**config.mk**
```make
export PLATFORM = sky130hd
export DESIGN_NAME = serial_tx_dbuf
export DESIGN_NICKNAME = d
export VERILOG_FILES = /design/src/rtl/utx_pkg.sv /design/src/rtl/utx_hold.sv /design/src/rtl/utx_shifter.sv /design/src/rtl/utx_status.sv /design/src/rtl/serial_tx_dbuf.sv
export SDC_FILE = /design/constraint.sdc
export NUM_CORES = 1
export LEC_CHECK = 0
export CORE_MARGIN = 4
export CORE_UTILIZATION = 45
export CTS_BUF_LIST = sky130_fd_sc_hd__clkbuf_8
export DETAILED_ROUTE_END_ITERATION = 7
export DONT_BUFFER_PORTS = 1
export PLACE_DENSITY_LB_ADDON = 0.05
export SKIP_LAST_GASP = 1
export SYNTH_ARGS = -nofsm -noshare
export SYNTH_HDL_FRONTEND = slang
export SYNTH_HIERARCHICAL = 1
export SYNTH_SLANG_ARGS = --single-unit
```
**constraint.sdc**
```tcl
create_clock -name clk -period 3.7 [get_ports clk]
set_input_delay 0.74 -clock clk [delete_from_list [all_inputs] [get_ports clk]]
set_output_delay 0.74 -clock clk [all_outputs]
set_load 0.005 [all_outputs]
```
**src/rtl/utx_pkg.sv**
```systemverilog
// Shared types for the double-buffered serial transmitter.
// Assumes: nothing beyond IEEE 1800-2017.
package utx_pkg;
    typedef enum logic [2:0] {
        ST_IDLE,
        ST_ARMED,
        ST_START,
        ST_DATA,
        ST_PAR,
        ST_STOP
    } line_state_t;

    localparam logic [1:0] PAR_EVEN = 2'b01;
    localparam logic [1:0] PAR_ODD  = 2'b10;
endpackage

```
**src/rtl/utx_hold.sv**
```systemverilog
// Holding stage: one character that waits while the shifter is busy.
// It also sorts each write into direct-to-shifter, held, or overrun.
// Assumes: 'take' is raised by the shifter only while hold_full is high.
module utx_hold #(
    parameter int DW = 8
) (
    input  logic          clk,
    input  logic          rst_n,
    input  logic          tx_en,
    input  logic          wr_en,
    input  logic [DW-1:0] wr_data,
    input  logic          shifter_idle,
    input  logic          take,
    output logic          hold_full,
    output logic [DW-1:0] hold_data,
    output logic          direct_load,
    output logic          overrun_evt
);
    logic to_hold;

    // Classify the current write against the pre-edge state.
    always_comb begin
        direct_load = tx_en && wr_en && !hold_full && shifter_idle;
        to_hold     = tx_en && wr_en && !hold_full && !shifter_idle;
        overrun_evt = tx_en && wr_en && hold_full;
    end

    // Track occupancy and contents of the holding stage.
    always_ff @(posedge clk) begin
        if (!rst_n) begin
            hold_full <= 1'b0;
            hold_data <= '0;
        end else if (!tx_en) begin
            hold_full <= 1'b0;
        end else if (take) begin
            hold_full <= 1'b0;
        end else if (to_hold) begin
            hold_full <= 1'b1;
            hold_data <= wr_data;
        end
    end


    dropped_write_keeps_data_chk: assert property (@(posedge clk) disable iff (!rst_n)
        (tx_en && wr_en && hold_full) |=> $stable(hold_data));
endmodule

```
**src/rtl/utx_shifter.sv**
```systemverilog
// Frame shifter: sends start, data LSB first, optional parity, stop.
// Each bit advances on a baud tick. It reloads back to back from the holding stage.
// Assumes: baud_tick is a single-cycle pulse; parity is latched at load.
module utx_shifter
    import utx_pkg::*;
#(
    parameter int DW = 8
) (
    input  logic          clk,
    input  logic          rst_n,
    input  logic          tx_en,
    input  logic          baud_tick,
    input  logic [1:0]    parity_mode,
    input  logic          hold_full,
    input  logic [DW-1:0] hold_data,
    input  logic          direct_load,
    input  logic [DW-1:0] wr_data,
    output logic          txd,
    output logic          shifter_idle,
    output logic          take
);
    localparam int CW = (DW > 1) ? $clog2(DW) : 1;
    localparam logic [CW-1:0] LAST_BIT = CW'(DW - 1);

    line_state_t   state;
    logic [CW-1:0] bit_cnt;
    logic [DW-1:0] shreg;
    logic          par_en, par_bit;
    logic [DW-1:0] load_data;
    logic          load_par_en, load_par_bit;

    // Choose the character to load and precompute its parity settings.
    always_comb begin
        load_data    = hold_full ? hold_data : wr_data;
        load_par_en  = (parity_mode == PAR_EVEN) || (parity_mode == PAR_ODD);
        load_par_bit = (^load_data) ^ (parity_mode == PAR_ODD);
        shifter_idle = (state == ST_IDLE);
        take = tx_en && hold_full &&
               ((state == ST_IDLE) || (baud_tick && state == ST_STOP));
    end

    // Advance the frame sequence on baud ticks; abort when disabled.
    always_ff @(posedge clk) begin
        if (!rst_n) begin
            state   <= ST_IDLE;
            bit_cnt <= '0;
            shreg   <= '0;
            par_en  <= 1'b0;
            par_bit <= 1'b0;
        end else if (!tx_en) begin
            state <= ST_IDLE;
        end else begin
            case (state)
                ST_IDLE: if (hold_full || direct_load) begin
                    shreg   <= load_data;
                    par_en  <= load_par_en;
                    par_bit <= load_par_bit;
                    state   <= ST_ARMED;
                end
                ST_ARMED: if (baud_tick) state <= ST_START;
                ST_START: if (baud_tick) begin
                    state   <= ST_DATA;
                    bit_cnt <= '0;
                end
                ST_DATA: if (baud_tick) begin
                    shreg <= shreg >> 1;
                    if (bit_cnt == LAST_BIT) state <= par_en ? ST_PAR : ST_STOP;
                    else bit_cnt <= bit_cnt + 1'b1;
                end
                ST_PAR: if (baud_tick) state <= ST_STOP;
                ST_STOP: if (baud_tick) begin
                    if (hold_full) begin
                        shreg   <= load_data;
                        par_en  <= load_par_en;
                        par_bit <= load_par_bit;
                        state   <= ST_START;
                    end else begin
                        state <= ST_IDLE;
                    end
                end
                default: state <= ST_IDLE;
            endcase
        end
    end

    // Drive the line level from the frame position.
    always_comb begin
        case (state)
            ST_START: txd = 1'b0;
            ST_DATA:  txd = shreg[0];
            ST_PAR:   txd = par_bit;
            default:  txd = 1'b1;
        endcase
    end


    line_moves_on_tick_chk: assert property (@(posedge clk) disable iff (!rst_n)
        (tx_en && !baud_tick) |=> $stable(txd));


    back_to_back_start_chk: assert property (@(posedge clk) disable iff (!rst_n)
        (tx_en && baud_tick && state == ST_STOP && hold_full) |=> !txd);
endmodule

```
**src/rtl/utx_status.sv**
```systemverilog
// Status flags: ready/DMA request, empty, and sticky overrun.
// Assumes: hold_full and shifter_idle come from registered state.
module utx_status (
    input  logic clk,
    input  logic rst_n,
    input  logic tx_en,
    input  logic hold_full,
    input  logic shifter_idle,
    input  logic overrun_evt,
    input  logic ovr_clr,
    output logic hold_ready,
    output logic tx_empty,
    output logic dma_req,
    output logic overrun
);
    // Derive the level flags from the enable and storage occupancy.
    always_comb begin
        hold_ready = tx_en && !hold_full;
        tx_empty   = hold_ready && shifter_idle;
        dma_req    = hold_ready;
    end

    // Hold the overrun flag until cleared; a new event beats a clear.
    always_ff @(posedge clk) begin
        if (!rst_n)           overrun <= 1'b0;
        else if (overrun_evt) overrun <= 1'b1;
        else if (ovr_clr)     overrun <= 1'b0;
    end


    overrun_sticky_chk: assert property (@(posedge clk) disable iff (!rst_n)
        (overrun && !ovr_clr) |=> overrun);
endmodule

```
**src/rtl/serial_tx_dbuf.sv**
```systemverilog
// Top level of the double-buffered serial transmitter.
// Connects the holding stage, frame shifter and status flags.
// Assumes: baud tick generated outside; synchronous active-low reset.
module serial_tx_dbuf #(
    parameter int DATA_BITS = 8
) (
    input  logic                 clk,
    input  logic                 rst_n,
    input  logic                 tx_en,
    input  logic                 baud_tick,
    input  logic [1:0]           parity_mode,
    input  logic                 wr_en,
    input  logic [DATA_BITS-1:0] wr_data,
    input  logic                 ovr_clr,
    output logic                 txd,
    output logic                 hold_ready,
    output logic                 tx_empty,
    output logic                 dma_req,
    output logic                 overrun
);
    logic                 hold_full, shifter_idle, take, direct_load, overrun_evt;
    logic [DATA_BITS-1:0] hold_data;

    utx_hold #(.DW(DATA_BITS)) u_hold (
        .clk(clk), .rst_n(rst_n), .tx_en(tx_en), .wr_en(wr_en), .wr_data(wr_data),
        .shifter_idle(shifter_idle), .take(take), .hold_full(hold_full),
        .hold_data(hold_data), .direct_load(direct_load), .overrun_evt(overrun_evt)
    );

    utx_shifter #(.DW(DATA_BITS)) u_shift (
        .clk(clk), .rst_n(rst_n), .tx_en(tx_en), .baud_tick(baud_tick),
        .parity_mode(parity_mode), .hold_full(hold_full), .hold_data(hold_data),
        .direct_load(direct_load), .wr_data(wr_data), .txd(txd),
        .shifter_idle(shifter_idle), .take(take)
    );

    utx_status u_stat (
        .clk(clk), .rst_n(rst_n), .tx_en(tx_en), .hold_full(hold_full),
        .shifter_idle(shifter_idle), .overrun_evt(overrun_evt), .ovr_clr(ovr_clr),
        .hold_ready(hold_ready), .tx_empty(tx_empty), .dma_req(dma_req),
        .overrun(overrun)
    );


    disable_parks_line_chk: assert property (@(posedge clk) disable iff (!rst_n)
        !tx_en |=> txd);


    empty_means_quiet_line_chk: assert property (@(posedge clk) disable iff (!rst_n)
        tx_empty |-> (txd && !hold_full));
endmodule

```
==> results of run 1 <==
## layer usage
layer,wire length (microns),vias to the layer above,track usage [%]
li1,-,637,-
met4,40,0,6.08
met5,0,-,0
met2,1490,23,23.6
met1,1550,579,20.2
met3,142,4,2.43
## cell usage after synthesis (2+ instances only)
cell type / n / share of area, %
and3_1: 2 / 0.75
buf_4: 4 / 1.8
nor3b_1: 2 / 0.90
nor4_2: 2 / 1.5
xnor2_1: 3 / 1.6
a21boi_1: 6 / 2.7
buf_2: 5 / 1.5
a211o_1: 7 / 3.7
dfxtp_1: 26 / 31
mux2i_1: 23 / 14
buf_6: 2 / 1.4
o21a_1: 2 / 0.90
nand2_1: 32 / 7.2
nand2b_1: 2 / 0.75
xor2_1: 6 / 3.2
inv_1: 5 / 1.1
clkbuf_1: 2 / 0.45
a21oi_1: 6 / 1.8
nand3_1: 2 / 0.60
nor2b_1: 6 / 2.3
nand3b_1: 4 / 1.8
ha_1: 3 / 2.3
nor2_1: 15 / 3.4
## flip-flops by register name, indices dropped and copies added (netlist names)
signal            count
u_hold/hold_data      8
u_hold/hold_full      1
u_shift/bit_cnt       3
u_shift/par_bit       1
u_shift/par_en        1
u_shift/shreg         8
u_shift/state         3
u_stat/overrun        1
## cell families (layout without fill, tap and decap cells)
logic type | count (synthesis) | in the layout | synth area share [%]
compound gates | 32 | 32 | 16.5
xor+xnor | 10 | 10 | 6.09
fa+ha+maj | 3 | 3 | 2.25
buf+inv | 18 | 9 | 6.24
flops | 26 | 26 | 31.3
mux | 24 | 24 | 14.5
simple gates | 75 | 75 | 23.1
## metrics by stage
| stage | worst slack (ns) | utilization (%) | instance area, sq um |
|---|---|---|---|
| after floorplan | 1.64 | - | 1670 |
| final | 1.17 | 49.2 | 1690 |
| after detailed placement | 1.17 | 47.6 | 1640 |
| after CTS | 1.17 | 49.2 | 1690 |
| after global placement | 1.31 | 47.6 | 1640 |
| after global routing | 0.886 | 49.2 | 1690 |
## cell type report
| cell class | instances | share of cell area, % |
|---|---|---|
| Tap cell | 46 | 3.40 |
| Clock buffer | 4 | 3.25 |
| Inverter | 5 | 1.11 |
| Multi-Input combinational cell | 144 | 61.5 |
| Sequential cell | 26 | 30.7 |
## critical path, stage by stage, from the launching register on
cell and delay [ns]:
dfxtp_1 1.01, nand2b_1 0.19, a2111oi_0 0.67, nor4_2 0.30, o21a_1 0.27
## worst max-delay path by stage
stage	start	to	slack [ns]	cells after the start
2_1_floorplan	u_hold/hold_full$_SDFFE_PP0P_	u_hold/hold_full$_SDFFE_PP0P_	1.64	7
3_3_place_gp	u_hold/hold_full$_SDFFE_PP0P_	u_hold/hold_full$_SDFFE_PP0P_	1.31	4
3_5_place_dp	u_hold/hold_full$_SDFFE_PP0P_	u_hold/hold_full$_SDFFE_PP0P_	1.17	4
4_1_cts	u_hold/hold_full$_SDFFE_PP0P_	u_hold/hold_data[1]$_SDFFE_PN0P_	1.17	4
5_1_grt	u_hold/hold_full$_SDFFE_PP0P_	u_hold/hold_data[0]$_SDFFE_PN0P_	0.89	4
6_report	u_hold/hold_full$_SDFFE_PP0P_	u_hold/hold_full$_SDFFE_PP0P_	1.17	4
## power by group
| part | switching, W | internal (W) |
|---|---|---|
| clock network | 0.0000920 | 0.0000952 |
| logic | 0.0000317 | 0.0000342 |
| registers | 0.00000920 | 0.000287 |
| total | 0.000133 | 0.000416 |
## placed cells by master, fill, tap and decap left out, drive strengths merged, types with 2 or more instances in the layout
master	Yosys	routed
dfxtp	26	26
inv	5	5
o21a	2	2
nand3b	4	4
nor4	3	3
nand2b	3	3
xnor2	3	3
clkbuf	2	4
nand2	32	32
nor2	15	15
xor2	6	6
mux2i	23	23
a21oi	7	7
ha	3	3
nor3b	3	3
a211o	7	7
a21boi	6	6
a2111oi	3	3
nor2b	7	7
nand3	2	2
and3	3	3
==> flow_summary.toml, run 1 <==
[logic_synthesis]
syn_inst = 188
synth.distinct_cells = 44
synth_edf_count = 0
yosysSeqAreaShare_pct = 31.3
async_reset_ff_share_pct = 0
yosysWarnings = 6
ys_seq_elements = 26
syn_area_per_cell_sq_um = 8.86
synth_ff_type = "dfxtp_1"
synth_nets = 207
netlist_area_sq_mm = 0.00167

[worst_setup_path]
cp_max_fo = 22
worstReg2RegStart = "u_hold/hold_full$_SDFFE_PP0P_"
end_kind = "register"
rr_endpoint = "u_hold/hold_full$_SDFFE_PP0P_"
worst-setup-path-type = "register to register"
r2r_cells = 4
critPathArrivalTime_ns = 2.70
worstPathRequired_ns = 3.88
reg2reg_slack_ns = 1.17
critPathLaunchType = "register"

[sta]
worst_hold_slack_ns = 0.457
fin_crit_sh_pct = 68.3
slew_headroom_pct = 17.5
tightest_slew_ns = 1.23
setup_viol = 0
hold_violations = 0
fin_tns_setup_ns = 0
final_max_slew_viol_count = 0
post-route-min-period_ns = 2.53
fmax_mhz = 396
rsz0062_at_grt = "false"
fin_skew_ns = 0.00209

[power_and_ir_drop]
peakVddDrop_uv = 141
cellLeakagePower_nw = 0.607
finalPower_w = 0.000549
powerDensity_mw_per_mm2 = 324

[layout]
drive_gt1_share_pct = 8.94
layout.cells.non_filler = 225
area_growth_pct = 1.65
diodes = 0
multiInputGateArea_sq_mm = 0.00104
fill_cells = 322
fin_nets = 199
ff_latch_area_sq_um = 520

[detailed_routing]
num_vias = 1243
drtAntennaViolNets = 0
post_drt_wl_per_cell_microns = 14.3
first_pass_iters = 4
drc_errors = 0
drt_wl_total_microns = 3220
drt_iter0_drc = 76
viasPerCell = 5.52

[floorplanning]
rows = 21
ios = 21
die_w_microns = 68.8
core_area_sq_mm = 0.00344
die_h_microns = 68.8
die_area_sq_mm = 0.00474
start_util_pct = 48.4

[global_route]
antenna_found_initial = 0
gr-usage-all-layers_pct = 15.0
grt_pass1_vias = 1135
grt_start_max_net_pins = 32
grt_first_pass_wirelength_microns = 5270
grt_remaining_overflow = 0

[cts]
cts_hold_buf = 0
post_cts_resize_count = 0
clock-sinks = 26
clock_latency_ns = 0.27
cts_buffers = 3
clk_pin_slew_worst_paths_ns = 0.09
post_cts_buffers = 0
cts_root_buffer = "clkbuf_8"
ctsLongestPathBuffers = 2
htree_levels = 1
cts_tree = "built"

[hold_path]
hold_depth = 2
holdCritPathClass = "register to register"
holdPathEnd = "u_shift/shreg[2]$_SDFFE_PN0P_"
hold_path.startpoint = "u_shift/shreg[2]$_SDFFE_PN0P_"

[placement]
dp_cells = 221
port_buffers = 0
dp_hpwl_microns = 2320
gp_congestion = 0.720

[outcome]
status = "complete, no violations"

[job]
cap_violations = 0
No activity file was read; power rests on OpenSTA's default activity.
==> run 2, diff against run 1 <==
Clock period 3.7 ns to 2.1 ns, I/O delays scaled along.
==> flow_summary.toml, run 2 (same netlist as run 1, synthesis figures left out) <==
[layout]
mostFrequentLayoutCell = "nand2_1"
layout.cells.non_filler = 232
layout_common_cells = "nand2_1, dfxtp_1, mux2i_1"
drive_gt1_share_pct = 12.4
fin_nets = 206
top_regs = "u_hold/hold_data x8, u_shift/shreg x8"
diodes = 0
area_growth_pct = 5.56

[sta]
tightest_slew_ns = 0.605
final_max_slew_viol_count = 0
worst_hold_slack_ns = 0.262
fmax_mhz = 532
post-route-min-period_ns = 1.88
slew_headroom_pct = 59.6
fin_skew_ns = 0.00149
setup_viol = 0
fin_tns_setup_ns = 0
hold_violations = 0
fin_crit_sh_pct = 89.6
rsz0062_at_grt = "false"

[power_and_ir_drop]
peakVddDrop_uv = 337
seqPwrFrac_pct = 52.8
combPwrFrac_pct = 13.4
powerDensity_mw_per_mm2 = 555
cellLeakagePower_nw = 0.646
p_switching_w = 0.000236
switching_share_pct = 24.2
power_frac_clock_pct = 33.9
internal_power_w = 0.000739

[cts]
cts_buffers = 3
ctsLongestPathBuffers = 2
clk_pin_slew_worst_paths_ns = 0.09
post_cts_resize_count = 0
cts_tree = "built"
post_cts_buffers = 0
cts_hold_buf = 0
clock-sinks = 26
clock_latency_ns = 0.27
htree_levels = 1
cts_root_buffer = "clkbuf_8"

[placement]
dp_cells = 228
port_buffers = 0
dp_hpwl_microns = 2460
gp_congestion = 0.779

[floorplanning]
start_util_pct = 48.4
ios = 21
core_area_sq_mm = 0.00344
die_area_sq_mm = 0.00474
die_w_microns = 68.8
die_h_microns = 68.8
rows = 21

[detailed_routing]
num_vias = 1290
drc_errors = 0
drtAntennaViolNets = 0
drt_iter0_drc = 99
post_drt_wl_per_cell_microns = 13.9
viasPerCell = 5.56
drt_wl_total_microns = 3230
first_pass_iters = 4

[worst_setup_path]
slowest_stage = "dfxtp_1"
end_kind = "register"
critPathLaunchType = "register"
worst-setup-path-type = "register to register"
cp_common_cell = "buf_4"
cp_num_buf_inv = 2
worstPathRequired_ns = 2.28
crit_family = "compound AO/OA/AOI/OAI gates"
critPathArrivalTime_ns = 2.06
path_cells = "nand2b_1, a2111oi_0, buf_4, nor4_2, buf_4, o21a_1"
max_stage_delay_ns = 0.55
cp_max_fo = 9

[global_route]
grt_remaining_overflow = 0
antenna_found_initial = 0
grt_first_pass_wirelength_microns = 5430
gr-usage-all-layers_pct = 15.1
grt_start_max_net_pins = 32
grt_pass1_vias = 1256

[job]
cap_violations = 0

[outcome]
status = "complete, no violations"

[hold_path]
holdCritPathClass = "input port to register"
-- run 2: changes by cell type in the layout (fill, tap and decap cells not counted) --
cell    before  now
buf_12       0    1
buf_4        0    6
-- run 2: worst paths after layout --
path                                               startpoint                             to  slack [ns]  cells past startpoint
worst max-delay path            u_hold/hold_full$_SDFFE_PP0P_  u_hold/hold_full$_SDFFE_PP0P_        0.22                      6
worst max register to register  u_hold/hold_full$_SDFFE_PP0P_  u_hold/hold_full$_SDFFE_PP0P_        0.22                      6
worst min register to register  u_shift/shreg[0]$_SDFFE_PN0P_  u_shift/shreg[0]$_SDFFE_PN0P_        0.46                      2
worst min-delay path                                    rst_n  u_hold/hold_full$_SDFFE_PP0P_        0.26                      1
-- run 2: cell type report --
type	count	area [sq um]
flip-flops and latches	26	520
well taps	46	57.6
inverters	5	18.8
multi-input cells	144	1040
repair buffers	7	65.1
clock buffers	4	55.1
fillers	339	1680
-- run 2: layer usage --
metal	routed length, microns	global-route usage (%)	up-vias
met3	175	2.76	5
met1	1520	18.6	607
met5	0	0	-
met4	53	6.57	0
met2	1480	25.7	27
li1	-	-	651
-- run 2: power by group through the flow --
stage / Clock [W] / Combinational, W / Sequential [W]
2_1_floorplan: 0 / 0.000118 / 0.000523
5_1_grt: 0.000358 / 0.000144 / 0.000517
4_1_cts: 0.000337 / 0.000131 / 0.000515
3_3_place_gp: 0 / 0.000129 / 0.000526
6_report: 0.000330 / 0.000130 / 0.000515
3_5_place_dp: 0 / 0.000130 / 0.000527
-- run 2: metrics by stage --
stage | total power, W | utilization [%] | area, sq um | setup WS [ns]
finish | 0.000975 | 51.1 | 1760 | 0.219
detailed placement | 0.000657 | 49.5 | 1700 | 0.201
global route | 0.00102 | 51.1 | 1760 | 0.0845
CTS | 0.000984 | 51.1 | 1760 | 0.190
global placement | 0.000655 | 49.5 | 1700 | 0.223
floorplan | 0.000641 | - | 1670 | 0.0406
==> run 3, diff against run 2 <==
Settings changed: CORE_MARGIN 4 to 5.
==> flow_summary.toml, run 3 (same netlist as run 1, synthesis figures left out) <==
[detailed_routing]
viasPerCell = 5.42
drtAntennaViolNets = 0
first_pass_iters = 4
drt_wl_total_microns = 3290
drc_errors = 0
num_vias = 1278
drt_iter0_drc = 63
post_drt_wl_per_cell_microns = 13.9

[power_and_ir_drop]
peakVddDrop_uv = 262
powerDensity_mw_per_mm2 = 601
cellLeakagePower_nw = 0.661

[global_route]
grt_busiest_layer = "met2"
grt_use_met3_pct = 2.84
grt_pass1_vias = 1213
grt_remaining_overflow = 0
antenna_found_initial = 0
grt_util_met1_pct = 17.0
grt_start_max_net_pins = 32
grt_use_met2_pct = 22.3
grt_first_pass_wirelength_microns = 5510
gr-usage-all-layers_pct = 13.4

[outcome]
status = "complete, no violations"

[hold_path]
hold_path.startpoint = "rst_n"
holdCritPathClass = "input port to register"

[floorplanning]
die_w_microns = 70.8
die_area_sq_mm = 0.00502
die_h_microns = 70.8
start_util_pct = 45.8
core_area_sq_mm = 0.00363
ios = 21
rows = 22

[cts]
clock-sinks = 26
cts_root_buffer = "clkbuf_8"
htree_levels = 1
cts_tree = "built"
ctsLongestPathBuffers = 2
clk_pin_slew_worst_paths_ns = 0.10
cts_buffers = 3
clock_latency_ns = 0.27

[sta]
fin_tns_setup_ns = 0
fin_skew_ns = 0.00476
fmax_mhz = 533
final_max_slew_viol_count = 0
hold_violations = 0
rsz0062_at_grt = "false"
worst_hold_slack_ns = 0.257
setup_viol = 0
slew_headroom_pct = 59.8
tightest_slew_ns = 0.603
fin_crit_sh_pct = 89.3
post-route-min-period_ns = 1.88

[layout]
drive_gt1_share_pct = 13.3
area_growth_pct = 6.91
top_regs = "u_hold/hold_data x8, u_shift/shreg x8"
layout.cells.non_filler = 236
layout_common_cells = "nand2_1, dfxtp_1, mux2i_1"
diodes = 0
fin_area_sq_mm = 0.00178
mostFrequentLayoutCell = "nand2_1"
fin_nets = 208

[placement]
dp_hpwl_microns = 2470
dpl_cell_area_sq_mm = 0.00171
port_buffers = 0
gp_congestion = 0.704
dp_cells = 232

[worst_setup_path]
path_cells = "nor3_1, nor3b_1, nor2_1, o32a_1, nor3b_2, nor3b_1, nand3b_1"
worstPathRequired_ns = 2.32
cp_max_fo = 3
slowest_stage = "o32a_1"
critPathLaunchType = "register"
worst-setup-path-type = "register to register"
critPathArrivalTime_ns = 2.10
cp-startpoint = "u_shift/state[1]$_SDFFE_PN0P_"
end_kind = "register"
cp_common_cell = "nor3b_1"
worstReg2RegStart = "u_shift/state[1]$_SDFFE_PN0P_"
max_stage_delay_ns = 0.34

[job]
cap_violations = 0
[run 3: cell count changes in the layout (fill, tap and decap cells not counted)]
cell,delta
buf_12,-1
clkbuf_8,-1
buf_4,+3
a2111oi_1,+1
a2111oi_0,-1
bufinv_16,+1
[run 3: final timing paths]
path              slack, ns  cells past startpoint                             to
hold / removal         0.26                      1  u_hold/hold_full$_SDFFE_PP0P_
setup / recovery       0.22                      7   u_shift/par_bit$_SDFFE_PN0P_
hold reg to reg        0.46                      2  u_shift/shreg[7]$_SDFFE_PN0P_
setup reg to reg       0.22                      7   u_shift/par_bit$_SDFFE_PN0P_
[run 3: critical path: cells and delay by family, from the launching register on]
kind	cells	cell delay [ns]
AND/OR/NAND/NOR	6	1.16
AO/OA/AOI/OAI	1	0.34
flip-flops	1	0.33
[run 3: per-stage QoR]
stage          power, W  util (%)  setup WS, ns
6_report        0.00107      49.0         0.224
5_1_grt         0.00112      49.0        0.0104
4_1_cts         0.00109      49.0         0.194
3_5_place_dp   0.000658      47.0         0.213
3_3_place_gp   0.000655      47.0         0.237
2_1_floorplan  0.000641         -        0.0406
[run 3: per-layer routing]
metal | wire length, microns | up-vias
met5 | 0 | -
met4 | 32 | 0
met3 | 136 | 4
met2 | 1540 | 25
met1 | 1580 | 595
li1 | - | 654
[run 3: where the power goes]
group	switching (W)	total, W	internal [W]
Combinational	0.0000649	0.000131	0.0000662
Sequential	0.00000821	0.000514	0.000506
Clock	0.000169	0.000425	0.000255
[run 3: layout make-up]
type                       instances  area (sq um)
fill                             371          1850
multi-input combinational        144          1040
sequential                        26           520
timing repair buffer               9          67.6
tap                               48          60.1
clock buffer                       3          41.3
clock inverter                     1          30.0
inverter                           5          18.8
[run 3: repair_timing]
action / CTS / global route
resized for setup: 0 / 1
hold buffers: 0 / 0
setup endpoints to repair: 0 / 1
setup buffers: 0 / 0
hold endpoints to repair: 0 / 0
